$ cat src/rtl/mbist_pkg.sv
package mbist_pkg;
  localparam int ELEM_W = 3;
  typedef logic [ELEM_W-1:0] elem_t;
  localparam elem_t ELEM_FIRST = elem_t'(0);
  localparam elem_t ELEM_LAST  = elem_t'(5);
  localparam elem_t ELEM_DESC0 = elem_t'(3);

  typedef enum logic [1:0] {ST_IDLE, ST_RUN, ST_DRAIN} seq_state_e;

  function automatic logic elem_reads(elem_t e);
    return e != ELEM_FIRST;
  endfunction

  function automatic logic elem_writes(elem_t e);
    return e != ELEM_LAST;
  endfunction

  function automatic logic elem_desc(elem_t e);
    return e >= ELEM_DESC0;
  endfunction

  // background expected by the read of an element
  function automatic logic elem_rd_val(elem_t e);
    return (e == elem_t'(2)) || (e == elem_t'(4));
  endfunction

  // background written by an element
  function automatic logic elem_wr_val(elem_t e);
    return (e == elem_t'(1)) || (e == elem_t'(3));
  endfunction
endpackage

$ cat src/rtl/mbist_addr_gen.sv
module mbist_addr_gen #(
  parameter int ROW_BITS = 3,
  parameter int COL_BITS = 2
) (
  input  logic                clk_i,
  input  logic                rst_ni,
  input  logic                load_i,
  input  logic                load_desc_i,
  input  logic                step_i,
  input  logic                desc_i,
  input  logic                col_first_i,
  output logic [ROW_BITS-1:0] row_o,
  output logic [COL_BITS-1:0] col_o,
  output logic                last_o
);
  localparam logic [ROW_BITS-1:0] ROW_MAX = '1;
  localparam logic [COL_BITS-1:0] COL_MAX = '1;

  logic [ROW_BITS-1:0] row_q, row_nxt;
  logic [COL_BITS-1:0] col_q, col_nxt;
  logic                row_end, col_end;

  always_comb begin
    row_end = desc_i ? (row_q == '0) : (row_q == ROW_MAX);
    col_end = desc_i ? (col_q == '0) : (col_q == COL_MAX);
    // modular arithmetic wraps to the start value of the same direction
    row_nxt = desc_i ? row_q - 1'b1 : row_q + 1'b1;
    col_nxt = desc_i ? col_q - 1'b1 : col_q + 1'b1;
  end

  always_ff @(posedge clk_i or negedge rst_ni) begin
    if (!rst_ni) begin
      row_q <= '0;
      col_q <= '0;
    end else if (load_i) begin
      row_q <= load_desc_i ? ROW_MAX : '0;
      col_q <= load_desc_i ? COL_MAX : '0;
    end else if (step_i) begin
      if (col_first_i) begin
        col_q <= col_nxt;
        if (col_end) row_q <= row_nxt;
      end else begin
        row_q <= row_nxt;
        if (row_end) col_q <= col_nxt;
      end
    end
  end

  assign row_o  = row_q;
  assign col_o  = col_q;
  assign last_o = row_end && col_end;
endmodule

$ cat src/rtl/mbist_seq.sv
module mbist_seq
  import mbist_pkg::*;
(
  input  logic  clk_i,
  input  logic  rst_ni,
  input  logic  start_i,
  input  logic  scan_col_first_i,
  input  logic  last_i,
  output logic  ag_load_o,
  output logic  ag_load_desc_o,
  output logic  ag_step_o,
  output logic  ag_desc_o,
  output logic  col_first_o,
  output logic  mem_en_o,
  output logic  mem_we_o,
  output logic  wr_bit_o,
  output logic  rd_issue_o,
  output logic  rd_exp_o,
  output elem_t elem_o,
  output logic  clear_o,
  output logic  busy_o,
  output logic  done_o
);
  seq_state_e state_q;
  elem_t      elem_q;
  logic       phase_q;   // 1: write half of a read-then-write pair
  logic       col_first_q;
  logic       done_q;

  logic run, accept, is_rd, is_wr, step, elem_end;

  always_comb begin
    run      = (state_q == ST_RUN);
    accept   = (state_q == ST_IDLE) && start_i;
    is_rd    = run && elem_reads(elem_q) && !phase_q;
    is_wr    = run && !is_rd;
    step     = is_wr || (is_rd && !elem_writes(elem_q));
    elem_end = step && last_i;
  end

  always_ff @(posedge clk_i or negedge rst_ni) begin
    if (!rst_ni) begin
      state_q     <= ST_IDLE;
      elem_q      <= ELEM_FIRST;
      phase_q     <= 1'b0;
      col_first_q <= 1'b0;
      done_q      <= 1'b0;
    end else begin
      done_q <= 1'b0;
      unique case (state_q)
        ST_IDLE: if (start_i) begin
          state_q     <= ST_RUN;
          elem_q      <= ELEM_FIRST;
          phase_q     <= 1'b0;
          col_first_q <= scan_col_first_i;
        end
        ST_RUN: begin
          if (is_rd && elem_writes(elem_q)) phase_q <= 1'b1;
          if (step) begin
            phase_q <= 1'b0;
            if (last_i) begin
              if (elem_q == ELEM_LAST) state_q <= ST_DRAIN;
              else                     elem_q  <= elem_q + 1'b1;
            end
          end
        end
        ST_DRAIN: begin
          state_q <= ST_IDLE;
          done_q  <= 1'b1;
        end
        default: state_q <= ST_IDLE;
      endcase
    end
  end

  assign ag_load_o      = accept || (elem_end && (elem_q != ELEM_LAST));
  assign ag_load_desc_o = accept ? 1'b0 : elem_desc(elem_q + 1'b1);
  assign ag_step_o      = step && !last_i;
  assign ag_desc_o      = elem_desc(elem_q);
  assign col_first_o    = col_first_q;
  assign mem_en_o       = run;
  assign mem_we_o       = is_wr;
  assign wr_bit_o       = elem_wr_val(elem_q);
  assign rd_issue_o     = is_rd;
  assign rd_exp_o       = elem_rd_val(elem_q);
  assign elem_o         = elem_q;
  assign clear_o        = accept;
  assign busy_o         = (state_q != ST_IDLE);
  assign done_o         = done_q;
endmodule

$ cat src/rtl/mbist_cmp.sv
module mbist_cmp
  import mbist_pkg::*;
#(
  parameter int ROW_BITS = 3,
  parameter int COL_BITS = 2,
  parameter int DATA_W   = 8
) (
  input  logic                clk_i,
  input  logic                rst_ni,
  input  logic                clear_i,
  input  logic                rd_issue_i,
  input  logic                rd_exp_i,
  input  logic [ROW_BITS-1:0] row_i,
  input  logic [COL_BITS-1:0] col_i,
  input  elem_t               elem_i,
  input  logic [DATA_W-1:0]   rdata_i,
  output logic                fail_o,
  output logic [ROW_BITS-1:0] fail_row_o,
  output logic [COL_BITS-1:0] fail_col_o,
  output elem_t               fail_elem_o,
  output logic [DATA_W-1:0]   fail_data_o
);
  // read in flight: context of the read issued last cycle
  logic                pend_q, exp_q;
  logic [ROW_BITS-1:0] prow_q;
  logic [COL_BITS-1:0] pcol_q;
  elem_t               pelem_q;
  logic                miss;

  always_ff @(posedge clk_i or negedge rst_ni) begin
    if (!rst_ni) begin
      pend_q  <= 1'b0;
      exp_q   <= 1'b0;
      prow_q  <= '0;
      pcol_q  <= '0;
      pelem_q <= '0;
    end else begin
      pend_q <= rd_issue_i;
      if (rd_issue_i) begin
        exp_q   <= rd_exp_i;
        prow_q  <= row_i;
        pcol_q  <= col_i;
        pelem_q <= elem_i;
      end
    end
  end

  assign miss = pend_q && (rdata_i != {DATA_W{exp_q}});

  always_ff @(posedge clk_i or negedge rst_ni) begin
    if (!rst_ni) begin
      fail_o      <= 1'b0;
      fail_row_o  <= '0;
      fail_col_o  <= '0;
      fail_elem_o <= '0;
      fail_data_o <= '0;
    end else if (clear_i) begin
      fail_o <= 1'b0;
    end else if (miss && !fail_o) begin
      fail_o      <= 1'b1;
      fail_row_o  <= prow_q;
      fail_col_o  <= pcol_q;
      fail_elem_o <= pelem_q;
      fail_data_o <= rdata_i;
    end
  end
endmodule

$ cat src/rtl/mbist_marchc.sv
module mbist_marchc
  import mbist_pkg::*;
#(
  parameter int ROW_BITS = 3,
  parameter int COL_BITS = 2,
  parameter int DATA_W   = 8
) (
  input  logic                clk_i,
  input  logic                rst_ni,
  input  logic                start_i,
  input  logic                scan_col_first_i,
  output logic                mem_en_o,
  output logic                mem_we_o,
  output logic [ROW_BITS-1:0] mem_row_o,
  output logic [COL_BITS-1:0] mem_col_o,
  output logic [DATA_W-1:0]   mem_wdata_o,
  input  logic [DATA_W-1:0]   mem_rdata_i,
  output logic                busy_o,
  output logic                done_o,
  output logic                fail_o,
  output logic [ROW_BITS-1:0] fail_row_o,
  output logic [COL_BITS-1:0] fail_col_o,
  output logic [2:0]          fail_elem_o,
  output logic [DATA_W-1:0]   fail_data_o
);
  logic  ag_load, ag_load_desc, ag_step, ag_desc, col_first, last;
  logic  wr_bit, rd_issue, rd_exp, clear;
  elem_t elem, fail_elem;

  mbist_addr_gen #(.ROW_BITS(ROW_BITS), .COL_BITS(COL_BITS)) u_addr (
    .clk_i, .rst_ni,
    .load_i(ag_load), .load_desc_i(ag_load_desc), .step_i(ag_step),
    .desc_i(ag_desc), .col_first_i(col_first),
    .row_o(mem_row_o), .col_o(mem_col_o), .last_o(last)
  );

  mbist_seq u_seq (
    .clk_i, .rst_ni, .start_i, .scan_col_first_i, .last_i(last),
    .ag_load_o(ag_load), .ag_load_desc_o(ag_load_desc), .ag_step_o(ag_step),
    .ag_desc_o(ag_desc), .col_first_o(col_first),
    .mem_en_o, .mem_we_o, .wr_bit_o(wr_bit),
    .rd_issue_o(rd_issue), .rd_exp_o(rd_exp), .elem_o(elem),
    .clear_o(clear), .busy_o, .done_o
  );

  mbist_cmp #(.ROW_BITS(ROW_BITS), .COL_BITS(COL_BITS), .DATA_W(DATA_W)) u_cmp (
    .clk_i, .rst_ni, .clear_i(clear),
    .rd_issue_i(rd_issue), .rd_exp_i(rd_exp),
    .row_i(mem_row_o), .col_i(mem_col_o), .elem_i(elem),
    .rdata_i(mem_rdata_i),
    .fail_o, .fail_row_o, .fail_col_o, .fail_elem_o(fail_elem), .fail_data_o
  );

  assign mem_wdata_o = {DATA_W{wr_bit}};
  assign fail_elem_o = fail_elem;
endmodule

$ cat config.mk
export PLATFORM = sky130hd
export DESIGN_NAME = mbist_marchc
export DESIGN_NICKNAME = d
export VERILOG_FILES = /design/src/rtl/mbist_pkg.sv /design/src/rtl/mbist_addr_gen.sv /design/src/rtl/mbist_seq.sv /design/src/rtl/mbist_cmp.sv /design/src/rtl/mbist_marchc.sv
export SDC_FILE = /design/constraint.sdc
export NUM_CORES = 1
export LEC_CHECK = 0
export ABC_AREA = 1
export ABC_CLOCK_PERIOD_IN_PS = 1800
export BUFFER_PORTS_ARGS = -buffer_cell sky130_fd_sc_hd__buf_4
export CAP_MARGIN = 10
export CORE_MARGIN = 2
export CORE_UTILIZATION = 49
export CTS_CLUSTER_SIZE = 10
export DETAILED_ROUTE_END_ITERATION = 16
export GPL_ROUTABILITY_DRIVEN = 0
export PLACE_DENSITY = 0.73
export SLEW_MARGIN = 25
export SYNTH_ARGS = -nofsm -noshare
export SYNTH_HDL_FRONTEND = slang
export SYNTH_SLANG_ARGS = --single-unit
$ cat constraint.sdc
create_clock -name clk_i -period 1.8 [get_ports clk_i]
set_input_delay 0.27 -clock clk_i [delete_from_list [all_inputs] [get_ports clk_i]]
set_output_delay 0.27 -clock clk_i [all_outputs]
set_load 0.02 [all_outputs]
; Word level (Yosys, flattened, before mapping)
; Cells that the tools add are included.
[totals]
elab_cells = 112
out_inout_bits = 34
register_bits = 40
[classes]
addsub = 5
bitwise = 1
eq_ne = 18
reduce_logical = 37
muxes = 32
magnitude_cmp = 2
[op_table]
columns = op, n
row1 = 2-to-1 mux 3 bit, 10
row2 = 2-to-1 mux 2 bit, 10
row3 = logical AND 1 bit, 12
row4 = == test 3 bit (second input constant), 3
row5 = 2-to-1 mux 1 bit, 9
row6 = inequality test 8 bit, 1
row7 = AND reduction 2 bit, 4
row8 = nonzero test 2 bit, 4
row9 = adder 3 x 1 -> 3 bit (second input constant), 2
row10 = == test 3 x 2 -> 1 bit (second input constant), 2
row11 = >= comparator 3 x 2 -> 1 bit (second input constant), 2
row12 = inequality test 2 x 1 -> 1 bit (second input constant), 3
row13 = inequality test 3 bit (second input constant), 2
row14 = one-hot mux 3 bit (2 select lines), 1
row15 = nonzero test 3 bit, 2
row16 = zero test 1 bit, 5
row17 = AND reduction 5 bit, 1
row18 = == test 2 bit (second input constant), 2
row19 = zero test 2 bit, 2
row20 = logical OR 1 bit, 4
row21 = inequality test 2 bit (second input constant), 2
row22 = one-hot mux 2 bit (2 select lines), 1
row23 = AND reduction 4 bit, 1
row24 = == test 3 x 1 -> 1 bit (second input constant), 1
row25 = 9 further kinds, 9

; Logic depth before layout (Yosys ltp)
; Gate-level depths: netlist (run 1).
[depth]
depth_word = 11
ltp_mapped = 13
ltp_nobuf = 13

; Hierarchy
; From an unflattened synthesis (run 1), not the netlist that was laid out.
[unflattened]
hier_cells = 260
hier_area_um2 = 2189.6
[modules_own_cells]
columns = module, cells_per_inst, area_each_um2, n_inst
row1 = mbist_cmp, 115, 1177.4, 1
row2 = mbist_seq, 75, 551.8, 1
row3 = mbist_addr_gen, 62, 400.4, 1
row4 = mbist_marchc, 8, 60.1, 1

; Least setup slack after synthesis (run 1)
; No wires, ideal clock.
[synth_path]
path_type = flip-flop to flip-flop
start = register u_seq.elem_q[0], in the netlist u_seq.elem_o[0]
end = register u_addr.row_q[2], in the netlist u_addr.row_o[2]
required_ns = 1.735
n_path_buf = 0
arrival_ns = 1.831
synth_period_minus_slack_ns = 1.896
path_stages_with_launch = 12
path_slack_ns = -0.096
cell_sequence = dfrtp_1 ha_1 ha_1 nor2_4 nand2_4 fa_1 nand3b_1 nand2_1 nand3_1 nand2_1 nand3_1 nand2_1
[synth_between]
elab_chain_cells = 11
word_cells_on_any_way = 30
cone_classes = add/sub: 1 / order compare: 2 / eq/ne: 2 / mux: 9 / reduce/logical: 16
[synth_lines]
columns = item, line
row1 = from (decl), mbist_seq.sv:25  ; elem_t elem_q;
row2 = from (signal assigned), mbist_seq.sv:63  ; else elem_q <= elem_q + 1'b1;
row3 = "parallel branches: the longest is 11 deep, another holds adder 3 x 1 -> 3 bit", --
row4 = to (signal assigned), mbist_addr_gen.sv:36  ; row_q <= load_desc_i ? ROW_MAX : '0;
row5 = to (signal assigned), mbist_addr_gen.sv:41  ; if (col_end) row_q <= row_nxt;
row6 = to (signal assigned), mbist_addr_gen.sv:43  ; row_q <= row_nxt;
row7 = to (decl), mbist_addr_gen.sv:19  ; logic [ROW_BITS-1:0] row_q, row_nxt;
; Several ways; the timed one is not identified. The select of a mux whose other input is x is not followed.
; A chain may end at the register's enable or synchronous reset.

; Worst setup path after layout (run 1)
[layout_path]
start = register u_seq.elem_q[0], in the netlist u_seq.elem_o[0]
end = output port mem_we_o
[layout_between]
elab_chain_cells = 5
[layout_lines]
columns = item, line
row1 = nonzero test 3 bit, mbist_pkg.sv:11  ; return e != ELEM_FIRST;
row2 = logical AND 1 bit (2 in a row), mbist_seq.sv:35  ; is_rd = run && elem_reads(elem_q) && !phase_q;
row3 = zero test 1 bit, mbist_seq.sv:36  ; is_wr = run && !is_rd;
row4 = logical AND 1 bit, mbist_seq.sv:36
row5 = to (decl), mbist_marchc.sv:13  ; output logic mem_we_o,
; Every way passes these cells.

==> results of run 1 <==
[critical path: stages, from the launching register on]
cell and delay (ns):
dfrtp_1 0.35, buf_4 0.12, inv_1 0.05, ha_2 0.18, inv_1 0.07, nor2_2 0.05, o21ai_2 0.22, inv_1 0.08
buf_6 0.13
[logic make-up (layout without fill, tap and decap cells)]
family,after synthesis,in the layout,share of synthesized area [%]
buffers and inverters,52,105,11.69
XOR/XNOR,2,2,0.8184
flip-flops,40,40,46.76
AND/OR/NAND/NOR,108,108,26.94
AO/OA/AOI/OAI,38,38,9.352
adder cells (fa/ha/maj),7,7,4.442
[sequential cells by signal (all words and copies together), names as in the netlist, 3 cells and up]
name / cells
u_addr.row_o: 3
u_cmp.fail_data_o: 8
u_cmp.fail_elem_o: 3
u_cmp.fail_row_o: 3
u_cmp.pelem_q: 3
u_cmp.prow_q: 3
u_seq.elem_o: 3
[stage by stage]
stage	power, mW	hold slack (ns)
finish	5.888	0.1808
global route	6.364	0.1915
CTS	5.803	0.1745
detailed placement	4.794	0.2766
global placement	4.706	0.2716
floorplan	3.794	-0.02559
[power breakdown]
| group | total [mW] | internal (mW) | switching, mW |
|---|---|---|---|
| Clock | 0.855 | 0.546 | 0.310 |
| Sequential | 1.55 | 1.28 | 0.262 |
| Combinational | 3.49 | 1.52 | 1.97 |
| Total | 5.89 | 3.35 | 2.54 |
[synth_stat cells]
| cell | count | area (um2) |
|---|---|---|
| nor3_1 | 3 | 15.01 |
| o211ai_1 | 1 | 7.510 |
| nand2_2 | 7 | 43.79 |
| or2_4 | 1 | 8.760 |
| nand3b_1 | 2 | 15.01 |
| o21ai_0 | 22 | 110.1 |
| a21oi_1 | 4 | 20.02 |
| nand4_1 | 1 | 6.260 |
| fa_1 | 1 | 20.02 |
| inv_4 | 1 | 6.260 |
| xnor2_1 | 2 | 17.52 |
| inv_2 | 4 | 15.01 |
| nor2_4 | 3 | 33.78 |
| nor2_2 | 1 | 6.260 |
| nand3_1 | 17 | 85.08 |
| nor4_1 | 1 | 6.260 |
| nand3_2 | 4 | 40.04 |
| ha_1 | 6 | 75.07 |
| dfrtp_1 | 40 | 1001 |
| inv_1 | 35 | 131.4 |
| clkbuf_1 | 1 | 3.750 |
| nor2_1 | 7 | 26.28 |
| buf_4 | 8 | 60.06 |
| nand4_2 | 1 | 12.51 |
| o21ai_2 | 2 | 17.52 |
| buf_6 | 3 | 33.78 |
| nand3_4 | 1 | 17.52 |
| nand2_1 | 55 | 206.5 |
| nand2_4 | 3 | 33.78 |
| nor2_8 | 1 | 20.02 |
| o21ai_1 | 9 | 45.04 |
[path summary, 6_finish.rpt]
| path | to | slack, ns | cells past startpoint |
|---|---|---|---|
| setup / recovery | mem_we_o | -0.03 | 8 |
| hold / removal | u_seq.col_first_o | 0.18 | 3 |
| setup reg to reg | u_addr.row_o[2] | -0.02 | 11 |
| hold reg to reg | u_seq.done_o | 0.49 | 1 |
| max in group asynchronous | u_seq.elem_o[2] | 0.97 | 2 |
| min in group asynchronous | u_cmp.fail_row_o[0] | 0.48 | 2 |
[layout make-up]
| cell class | count | area, um2 | share of cell area, % |
|---|---|---|---|
| Sequential cell | 40 | 1001 | 35.79 |
| Clock buffer | 5 | 68.82 | 2.461 |
| Clock inverter | 2 | 60.06 | 2.148 |
| Timing Repair Buffer | 58 | 496.7 | 17.76 |
| Tap cell | 52 | 65.06 | 2.327 |
| Inverter | 40 | 152.6 | 5.459 |
| Multi-Input combinational cell | 155 | 952.2 | 34.05 |
[what timing repair did]
item,in CTS,in global routing
buffers inserted,1,0
setup endpoints to repair,13,18
pin swaps,3,6
hold buffers,1,0
endpoints found under the hold margin,40,0
gates resized for setup,10,14
[per-layer routing]
| layer | wire length (um) | vias to the layer above | GRT usage [%] | share of wire [%] |
|---|---|---|---|---|
| met2 | 2122 | 47 | 31.11 | 49 |
| li1 | - | 882 | - | - |
| met3 | 243 | 6 | 5.483 | 5.6 |
| met5 | 0 | - | 0 | 0 |
| met4 | 70 | 0 | 7.479 | 1.6 |
| met1 | 1928 | 806 | 26.30 | 44 |
==> reports/metrics.cfg, run 1 <==
[sta]
worstMarginPinSlew_ns=0.5027
setup_ws_ns=-0.03073
period_needed_ns=1.831
finalSetupTns_ns=-0.05587
fmax_mhz=546.2
relSlewSlack_pct=66.49
rsz0062_at_grt=true
final.period_utilization_pct=101.7
setup_viol=3
final-max-slew-violation-count=0
fin_skew_ns=0.004367
final_hold_viol_count=0

[place]
portBuffers=45
dp.cells=343
dp_slack_ns=-0.03869
dp_hpwl_um=3142
placed_area_um2=2571

[floorplanning]
die_area_um2=4914
rows=24
coreArea_um2=4294
start_util_pct=49.85
fp.dieH_um=70.10
fp.dieW_um=70.10
ios=46

[layout]
instances_no_fill=352
fin_area_um2=2796
fin_util_pct=65.12
drive_gt1_share_pct=34.67
num-nets-final=319
syn_to_final_growth_pct=30.63
fill_cells=367
n_antenna_cell=0
mostFrequentLayoutCells=nand2_1, buf_4, dfrtp_1
final_common_cell=nand2_1

[critical_path]
crit_type=register to output pin
crit_arrival_ns=1.56
path_max_fanout=3
start_kind=register
critical_path.startpoint=u_seq.elem_o[0]
cp.required_ns=1.53
r2r_start=u_seq.elem_o[1]
end_kind=output pin

[clock_tree]
cts_buffers=5
cts-root-buf=clkbuf_8
cts.clk_slew.worst_paths_ns=0.07
tritoncts=built
htree_levels=2
clk_latency_ns=0.30
cts_buffer_depth=2
numClockSinks=40

[logic_synthesis]
syn_nets=266
yosys_warnings=0
synth.yosys.seq_area_share_pct=46.76
synth-seq-cells=40
avgSynthCellArea_um2=8.667
synth_cell_types=31
syn_area_um2=2141
synth_cells=247

[global_route]
grt_use_total_pct=19.83
grt_max_degree=41
antenna_found_initial=0
grt_pass1_vias=1663
grt_pass1_wl_um=7672
grt.overflow.total=0

[power]
ir_drop_v=0.0009614
leakage_nw=1.469
powerDensity_nw_per_um2=2106

[drt]
drt-initial-drc-count=89
wire_per_inst_um=12.40
drc_errors=0
vias=1741
firstDrtPassIters=4
finalWirelength_um=4364
postRouteAntennaNets=0
via_per_inst=4.946

[status]
failed_checks=negative setup slack
status=finished, violations left

[worst_hold_path]
hold_start=scan_col_first_i
hp-class=input port to register

[job]
maxCapViolations=0

Note: power is estimated with default switching activity, not from simulation.
==> run 2: changes to the inputs <==
SYNTH_HIERARCHICAL = 1   (was default)
==> run 2 against run 1 <==
Total power down 7.3%; critical endpoint is now u_addr/row_o[1]; non-clock buffer count up 22; register-to-register slack worse by 0.42 ns; maximum frequency shrank 18%; highest routed layer unchanged; critical path depth up 12; routed wire length increased by 9.1%; synthesized cell count grew 5.3%; largest cell class is now multi-input gates; hold slack got worse by 0.0018 ns; the flow still finishes with violations (negative setup slack).
==> reports/metrics.cfg, run 2 <==
[drt]
vias=1915  ; was 1,741
wl_met2_um=2326  ; was 2122 um
wl_met3_um=230  ; was 243 um
drc_errors=0  ; unchanged
firstDrtPassIters=4  ; unchanged
via_per_inst=4.936  ; was 4.946
m1WireLength_um=2055  ; was 1928 um
finalWirelength_um=4763  ; was 4364 um
postRouteAntennaNets=0  ; unchanged
drt-initial-drc-count=100  ; was 89
topRoutingLayerUsed=met4  ; unchanged
wire_per_inst_um=12.28  ; was 12.40 um

[sta]
rsz0062_at_grt=true  ; unchanged
final_hold_viol_count=0  ; unchanged
period_needed_ns=2.242  ; was 1.831 ns
worstMarginPinSlew_ns=0.4993  ; was 0.5027 ns
fmax_mhz=446.1  ; was 546.2 MHz
final.period_utilization_pct=124.5  ; was 101.7%
setup_ws_ns=-0.4418  ; was -0.03073 ns
relSlewSlack_pct=66.71  ; was 66.49%
fin_skew_ns=0.005652  ; was 0.004367 ns
setup_viol=19  ; was 3
final-max-slew-violation-count=0  ; unchanged
holdWs_ns=0.1791  ; was 0.1808 ns

[layout]
instances_no_fill=388  ; was 352
drive_gt1_share_pct=41.67  ; was 34.67%
syn_to_final_growth_pct=35.43  ; was 30.63%
largest_reg_flops=8  ; unchanged
num-nets-final=354  ; was 319
fill_cells=371  ; was 367
regMostFlops=u_cmp/fail_data_o  ; was u_cmp.fail_data_o
n_antenna_cell=0  ; unchanged
mostFrequentLayoutCells=nand2_1, buf_4, dfrtp_1  ; unchanged
fin_area_um2=2965  ; was 2796 um2
final_common_cell=nand2_1  ; unchanged

[logic_synthesis]
async_flop_share_pct=100.0  ; unchanged
synth_edf_count=0  ; unchanged
synth_top_area_share_pct=45.71  ; was 46.76%
synth.yosys.seq_area_share_pct=45.71  ; was 46.76%
syn_nets=279  ; was 266
yosysMostFrequentCell=nand2_1  ; unchanged
synthFlopType=dfrtp_1  ; unchanged
synth_cell_types=28  ; was 31
synth.area.top_cells=dfrtp_1, nand2_1, nand3_1, mux2_2, ha_1  ; was dfrtp_1, nand2_1, inv_1, o21ai_0, nand3_1
synth_cells=260  ; was 247
synthTopCellsByCount=nand2_1, dfrtp_1, nand3_1, inv_1, nor2_1  ; was nand2_1, dfrtp_1, inv_1, o21ai_0, nand3_1
yosys_warnings=6  ; was 0
syn_area_um2=2190  ; was 2141 um2
yosysTopAreaCell=dfrtp_1  ; unchanged
synth-seq-cells=40  ; unchanged
avgSynthCellArea_um2=8.422  ; was 8.667 um2

[power]
power_mw=5.456  ; was 5.888 mW
powerDensity_nw_per_um2=1840  ; was 2106 nW/um2
ir_drop_v=0.0008516  ; was 0.0009614 V
leakage_nw=1.578  ; was 1.469 nW

[floorplanning]
ios=46  ; unchanged
die_area_um2=5019  ; was 4914 um2
fp.dieW_um=70.85  ; was 70.10 um
coreArea_um2=4324  ; was 4294 um2
rows=24  ; unchanged
fp.dieH_um=70.85  ; was 70.10 um
start_util_pct=50.64  ; was 49.85%

[job]
maxCapViolations=0  ; unchanged

[clock_tree]
cts_buffer_depth=2  ; unchanged
cts_buffers=5  ; unchanged
tritoncts=built  ; unchanged
clk_latency_ns=0.30  ; about the same
htree_levels=2  ; unchanged
cts-root-buf=clkbuf_8  ; unchanged
cts.clk_slew.worst_paths_ns=0.08  ; was 0.07 ns
numClockSinks=40  ; unchanged

[critical_path]
end_kind=register  ; was output pin
crit_arrival_ns=2.46  ; was 1.56 ns
crit_top_cell=inv_2  ; was inv_1
crit_type=register to register  ; was register to output pin
cp_cell_sequence=ha_2, ha_4, inv_2, o211ai_1, inv_2, nand3_2, nand2_1, nand2_2, a21oi_2, inv_2, nor2_2, nand2_1, nand2_2, inv_2, nand2_1, nand3b_1, nand2_2, inv_2, nand2_1, o21ai_1  ; was buf_4, inv_1, ha_2, inv_1, nor2_2, o21ai_2, inv_1, buf_6
path_max_fanout=5  ; was 3
slowest_stage=dfrtp_1  ; unchanged
ff2ff_setup_slack_ns=-0.44  ; was -0.02 ns
crit_path_max_incr_delay_ns=0.39  ; was 0.35 ns
start_kind=register  ; unchanged
cp.required_ns=2.02  ; was 1.53 ns

[place]
portBuffers=45  ; unchanged
dp.cells=374  ; was 343
dp_slack_ns=-0.3952  ; was -0.03869 ns
placed_area_um2=2731  ; was 2571 um2
dp_hpwl_um=3374  ; was 3142 um

[global_route]
grt_use_total_pct=20.73  ; was 19.83%
grt.overflow.total=0  ; unchanged
antenna_found_initial=0  ; unchanged
grt_pass1_vias=1870  ; was 1,663
grt_pass1_wl_um=8162  ; was 7672 um
grt_max_degree=41  ; unchanged

[status]
status=finished, violations left  ; unchanged
failed_checks=negative setup slack  ; unchanged

[worst_hold_path]
hp-class=input port to register  ; unchanged

[run 2: critical path, delay by kind of cell (launching register included)]
kind                       cells  cell delay (ns)
AOI/OAI and AO/OA              3             0.30
and+or+nand+nor               10             0.79
buffers and inverters          5             0.35
adders and majority gates      2             0.35
DFF                            1             0.39
[run 2: worst paths after layout]
check,from,to,cells past startpoint
worst max register to register,u_seq/elem_o[1],u_addr/row_o[1],20
worst min-delay path,scan_col_first_i,u_seq/col_first_o,3
worst max-delay path,u_seq/elem_o[1],u_addr/row_o[1],20
max in group asynchronous,rst_ni,u_addr/row_o[1],2
worst min register to register,u_cmp/fail_data_o[7],u_cmp/fail_data_o[7],2
min in group asynchronous,rst_ni,u_cmp/fail_data_o[2],2
[run 2: metal layers]
| metal | vias to the layer above | track usage (%) |
|---|---|---|
| met3 | 12 | 4.843 |
| li1 | 968 | - |
| met2 | 45 | 34.06 |
| met5 | - | 0 |
| met4 | 0 | 9.224 |
| met1 | 890 | 26.16 |
[run 2: report_power, final]
group / total, mW / switching (mW) / internal [mW]
Combinational: 3.28 / 1.76 / 1.52
Clock: 0.732 / 0.322 / 0.410
Sequential: 1.45 / 0.207 / 1.24
[run 2: logic make-up after synthesis]
| kind of cell | count (synthesis) | synth area share, % |
|---|---|---|
| AND/OR/NAND/NOR | 151 | 32.46 |
| buffers and inverters | 40 | 9.428 |
| flip-flops | 40 | 45.71 |
| AO/OA/AOI/OAI | 13 | 3.428 |
| multiplexers | 9 | 4.629 |
| adder cells (fa/ha/maj) | 7 | 4.343 |
[run 2: what timing repair did]
item	CTS	global route
endpoints found under the setup margin	27	27
hold endpoints to repair	40	0
pin swaps	6	8
hold buffers	1	0
gates resized for setup	12	7
setup buffers	3	2
gates cloned	0	0
[run 2: final cells by class]
type	instances	area [um2]	share of cell area [%]
multi-input cells	180	1060	35.74
flip-flops and latches	40	1001	33.76
repair buffers	80	623.1	21.01
inverters	28	105.1	3.544
clock buffers	5	68.82	2.321
well taps	52	65.06	2.194
clock inverters	3	42.54	1.435
[run 2: through the flow]
stage / util, % / TNS (ns)
floorplan: - / -2.377
global placement: 63.17 / -2.189
detailed placement: 63.17 / -2.896
CTS: 67.51 / -4.403
global route: 68.58 / -7.132
finish: 68.58 / -4.601
